<file path="src/rtl/pt_walker.sv">
module pt_walker #(
  parameter int OFF_W = 12,
  parameter int IDX_W = 10
) (
  input  logic                           clk,
  input  logic                           rst_n,
  input  logic                           req_valid,
  output logic                           req_ready,
  input  logic [2*IDX_W+OFF_W-1:0]       req_vaddr,
  input  logic [2*IDX_W+OFF_W-1:0]       root,
  output logic                           resp_valid,
  input  logic                           resp_ready,
  output logic [2*IDX_W+OFF_W-1:0]       resp_paddr,
  output logic                           resp_fault,
  output logic                           resp_fault_lvl,
  output logic                           mem_rd_valid,
  output logic [2*IDX_W+OFF_W-1:0]       mem_rd_addr,
  input  logic                           mem_rd_ready,
  input  logic [2*IDX_W+OFF_W-1:0]       mem_rd_data
);
  localparam int VA_W    = 2*IDX_W + OFF_W;
  localparam int FRAME_W = VA_W - OFF_W;
  localparam int PAD_W   = VA_W - IDX_W - 2;

  localparam logic [1:0] S_IDLE = 2'd0;
  localparam logic [1:0] S_L1   = 2'd1;
  localparam logic [1:0] S_L2   = 2'd2;
  localparam logic [1:0] S_RESP = 2'd3;

  logic [1:0]         st;
  logic [VA_W-1:0]    va_q;
  logic [FRAME_W-1:0] base_q;
  logic [VA_W-1:0]    paddr_q;
  logic               fault_q, lvl_q;
  logic [IDX_W-1:0]   idx;
  logic               hit;

  assign idx  = (st == S_L1) ? va_q[VA_W-1 -: IDX_W] : va_q[OFF_W +: IDX_W];
  assign hit  = mem_rd_valid && mem_rd_ready;

  assign req_ready      = (st == S_IDLE);
  assign mem_rd_valid   = (st == S_L1) || (st == S_L2);
  assign mem_rd_addr    = {base_q, {OFF_W{1'b0}}} + {{PAD_W{1'b0}}, idx, 2'b00};
  assign resp_valid     = (st == S_RESP);
  assign resp_paddr     = paddr_q;
  assign resp_fault     = fault_q;
  assign resp_fault_lvl = lvl_q;

  always_ff @(posedge clk or negedge rst_n) begin
    if (!rst_n) begin
      st      <= S_IDLE;
      va_q    <= '0;
      base_q  <= '0;
      paddr_q <= '0;
      fault_q <= 1'b0;
      lvl_q   <= 1'b0;
    end else begin
      case (st)
        S_IDLE: if (req_valid) begin
          va_q   <= req_vaddr;
          base_q <= root[VA_W-1:OFF_W];
          st     <= S_L1;
        end
        S_L1: if (hit) begin
          if (mem_rd_data[0]) begin
            base_q <= mem_rd_data[VA_W-1:OFF_W];
            st     <= S_L2;
          end else begin
            fault_q <= 1'b1;
            lvl_q   <= 1'b0;
            paddr_q <= '0;
            st      <= S_RESP;
          end
        end
        S_L2: if (hit) begin
          fault_q <= ~mem_rd_data[0];
          lvl_q   <= 1'b1;
          paddr_q <= mem_rd_data[0] ? {mem_rd_data[VA_W-1:OFF_W], va_q[OFF_W-1:0]} : '0;
          st      <= S_RESP;
        end
        default: if (resp_ready) begin
          fault_q <= 1'b0;
          lvl_q   <= 1'b0;
          st      <= S_IDLE;
        end
      endcase
    end
  end

  p_idle_excl_r9: assert property (@(posedge clk) disable iff (!rst_n)
    req_ready |-> !resp_valid && !mem_rd_valid);

  p_rd_hold_r7: assert property (@(posedge clk) disable iff (!rst_n)
    mem_rd_valid && !mem_rd_ready |=> mem_rd_valid && $stable(mem_rd_addr));

  p_resp_hold_r8: assert property (@(posedge clk) disable iff (!rst_n)
    resp_valid && !resp_ready |=> resp_valid && $stable(resp_paddr)
      && $stable(resp_fault) && $stable(resp_fault_lvl));

  p_resp_done_r8: assert property (@(posedge clk) disable iff (!rst_n)
    resp_valid && resp_ready |=> req_ready);

  p_l1_fault_r5: assert property (@(posedge clk) disable iff (!rst_n)
    st == S_L1 && hit && !mem_rd_data[0] |=> resp_valid && resp_fault
      && !resp_fault_lvl && !mem_rd_valid);

  p_l2_result_r4: assert property (@(posedge clk) disable iff (!rst_n)
    st == S_L2 && hit && mem_rd_data[0] |=> resp_valid && !resp_fault
      && resp_paddr[OFF_W-1:0] == va_q[OFF_W-1:0]);

  p_l2_fault_r6: assert property (@(posedge clk) disable iff (!rst_n)
    st == S_L2 && hit && !mem_rd_data[0] |=> resp_valid && resp_fault && resp_fault_lvl);
endmodule

</file>
<file path="config.mk">
export PLATFORM = sky130hd
export DESIGN_NAME = pt_walker
export DESIGN_NICKNAME = d
export VERILOG_FILES = /design/src/rtl/pt_walker.sv
export SDC_FILE = /design/constraint.sdc
export NUM_CORES = 1
export LEC_CHECK = 0
export ABC_AREA = 1
export BUFFER_PORTS_ARGS = -buffer_cell sky130_fd_sc_hd__buf_4
export CAP_MARGIN = 20
export CORE_MARGIN = 2
export CORE_UTILIZATION = 45
export CTS_CLUSTER_SIZE = 8
export DETAILED_ROUTE_END_ITERATION = 10
export HOLD_SLACK_MARGIN = 0.08
export PLACE_DENSITY = 0.81
export SKIP_LAST_GASP = 1
export SLEW_MARGIN = 20
export SYNTH_ARGS = -nofsm -noshare
export SYNTH_HDL_FRONTEND = slang
export SYNTH_SLANG_ARGS = --single-unit
</file>
<file path="constraint.sdc">
create_clock -name clk -period 2.35 [get_ports clk]
set_clock_uncertainty 0.1 [all_clocks]
set_input_delay 0.235 -clock clk [delete_from_list [all_inputs] [get_ports clk]]
set_output_delay 0.235 -clock clk [all_outputs]
set_load 0.02 [all_outputs]
</file>
==> impl_metrics.yaml <==
outcome:
  status: "completed"
synthesis:
  synth_cell_types: 21
  synthesis.area_per_instance_um2: 9.27
  synth.yosys.seq_area_share_pct: 52.5
  synthesis.area_mm2: 0.00419
  synth_top_area_cell: "dfrtp_1"
  synth.yosys.warnings: 0
  synth_seq_cells: 88
  post_synth_inst_count: 452
  synth.top_cell.area_share_pct: 52.5
  synth.area.top_cells: "dfrtp_1 53%, nand2_1 18%, mux2_4 11%"
place:
  finalWeightedCongestion: 0.895
  dpl.hpwl_um: 7390
  port-buffer-count: 144
  placed_cell_area_mm2: 0.00533
worst_hold_path:
  hold_path_depth: 5
  hold_path_startpoint: "root[27]"
  holdPathEnd: "base_q[15]$_DFFE_PN0P_"
  worst_hold_path_class: "in -> reg"
floorplan:
  num_io_pins: 170
  coreArea_mm2: 0.00915
  die_h_um: 101
  initial_core_util_pct: 45.8
  rows: 35
  full_die_area_mm2: 0.0101
  die_w_um: 101
worst_setup_path:
  worstPathArrival_ns: 1.79
  worst-setup-path-type: "reg -> out"
  critPathSlowestCell: "dfrtp_1"
  cp-end-kind: "primary output"
  list_of_cells_traversed_by_the_critical_path: "inv_1 -> ha_2 -> buf_4 -> nand2_1 -> nand2_1 -> buf_4"
  worst-endpoint-required_ns: 2.02
  worstReg2RegEnd: "resp_paddr[9]$_DFFE_PN0P_"
  cp_max_fo: 10
  reg2reg_setup_slack_ns: 0.26
  timing.rr.start: "st[0]$_DFFE_PN0P_"
  cp-start-kind: "register"
  ff2ff_path_depth: 9
  critPathMaxStageDelay_ns: 0.44
clock_tree:
  numClockSinks: 88
  clkTransAtPathRegs_ns: 0.09
  ctsLongestPathBuffers: 2
  root_buffer: "clkbuf_8"
  cts_htree_levels: 3
  insertion_delay_ns: 0.35
  post-cts-setup-buffers: 0
  tritoncts: "done"
  clock_buffer_count_from_cts: 9
timing:
  report.final.hold_viol_count: 0
  hold-worst-slack_ns: 0.104
  worst-slew-pin-transition_ns: 0.548
  final_period_minus_worst_setup_slack_ns: 2.13
  fmaxAchievable_mhz: 470
  setup_violations: 0
  min_period_over_period_pct: 90.5
  setup_tns_ns: 0
  relative_slew_slack_pct: 63.5
  grt_setup_unrepaired: "false"
  timing_max_transition_violations_final: 0
power:
  static_leak_nw: 3.48
  pwr_density_cell_mw_per_mm2: 1370
  ir_worst_vdd_v: 0.000711
global_route:
  grt_antenna_before_repair: 0
  grt_max_degree: 49
  wire_length_of_the_first_global_routing_pass_um: 19300
  grt_util_all_layers_pct: 24.5
  grt_remaining_overflow: 0
  number_of_global_route_vias_before_repair: 4030
routing:
  drt_iter0_drc: 125
  route.detailed.vias_per_inst: 5.02
  drc: 0
  drt_wl_total_um: 12200
  number_of_vias_after_detailed_routing: 3898
  detail_route.first_pass.iterations: 5
  drtAntennaViolNets: 0
  detail_route.wl_per_cell_um: 15.7
final_layout:
  fin_area_mm2: 0.00627
  finish.utilization_pct: 68.5
  mostFrequentLayoutCells: "203 x nand2_1, 152 x buf_4, 88 x dfrtp_1, 71 x dlygate4sd3_1, 35 x o21ai_0"
  area_delta_synth_final_pct: 49.6
  post_route_cells_drive_above_1_share_pct: 31.7
  layout_commonest_cell: "nand2_1"
  num_antenna_cells: 0
  final_net_count: 768
  fillCellCount: 659
run:
  max_capacitance_violation_count: 0
==> how the worst max path moves through the flow <==
stage	start	to	cells after the start
floorplan	st[0]$_DFFE_PN0P_	resp_paddr[10]$_DFFE_PN0P_	8
global placement	st[0]$_DFFE_PN0P_	resp_paddr[13]$_DFFE_PN0P_	9
detailed placement	st[0]$_DFFE_PN0P_	resp_paddr[30]$_DFFE_PN0P_	9
CTS	st[1]$_DFFE_PN0P_	mem_rd_addr[8]	6
global route	st[0]$_DFFE_PN0P_	resp_paddr[4]$_DFFE_PN0P_	9
finish	st[1]$_DFFE_PN0P_	mem_rd_addr[11]	6
==> worst max-delay path, delay by kind of cell, from the launching register on <==
kind | cells | cell delay, ns
flops | 1 | 0.44
buf+inv | 3 | 0.49
fa+ha+maj | 1 | 0.29
simple gates | 2 | 0.20
==> synth_stat cells <==
library cell	count
conb_1	1
ha_1	6
nor2_1	5
buf_4	4
a21oi_1	2
o21ai_0	35
nor2_4	1
nand2_4	2
inv_2	2
clkbuf_1	5
nand2_1	203
o21ai_4	1
nand3_1	34
inv_1	9
mux2_4	30
buf_6	7
dfrtp_1	88
nand2_2	2
nand3_2	1
mux2_2	2
buf_2	12
==> routing by layer <==
layer  part of all wire, %  track usage (%)  up-vias  wire length [um]
met5                     0                0        -                 0
met4                   3.3             11.2        0               400
met3                   5.8             5.06       35               705
met2                    52             42.6      159              6290
met1                    39             29.1     1852              4780
li1                      -                -     1852                 -
==> flip-flops by register name, indices dropped and copies added, names as in the netlist <==
signal,cells
resp_paddr,32
resp_fault,1
va_q,32
resp_fault_lvl,1
base_q,20
st,2
==> timing repair <==
item / in CTS / in global routing
setup endpoints to repair: 0 / 1
hold buffers: 71 / 0
endpoints found under the hold margin: 110 / 0
gates resized for setup: 0 / 1
==> cell type report <==
class / instances / area, um^2 / share of cell area, %
repair buffers: 225 / 1890 / 30.2
well taps: 111 / 139 / 2.22
clock inverters: 5 / 87.6 / 1.40
flip-flops and latches: 88 / 2200 / 35.1
multi-input cells: 326 / 1770 / 28.2
clock buffers: 11 / 141 / 2.26
inverters: 11 / 41.3 / 0.659
==> kinds of logic (layout without fill, tap and decap cells) <==
kind of cell / Yosys count / count (layout) / synth area share [%]
simple gates: 248 / 248 / 24.0
flops: 88 / 88 / 52.5
buf+inv: 39 / 252 / 5.46
compound gates: 38 / 38 / 4.81
mux: 32 / 32 / 11.3
fa+ha+maj: 6 / 6 / 1.79
other cells: 1 / 2 / 0.0895
==> power by group <==
part           total, mW  internal (mW)  switching (mW)
registers           2.69           2.24           0.448
logic               4.70           1.97            2.73
clock network       1.19          0.638           0.550
==> metrics by stage <==
step	total power, mW	setup slack (ns)	cells
6_report	8.58	0.223	777
5_1_grt	9.16	0.0645	777
4_1_cts	8.57	0.174	777
3_5_place_dp	7.27	0.295	690
3_3_place_gp	7.13	0.373	690
2_1_floorplan	5.68	0.568	453
Note: power is estimated with default switching activity, not from simulation.
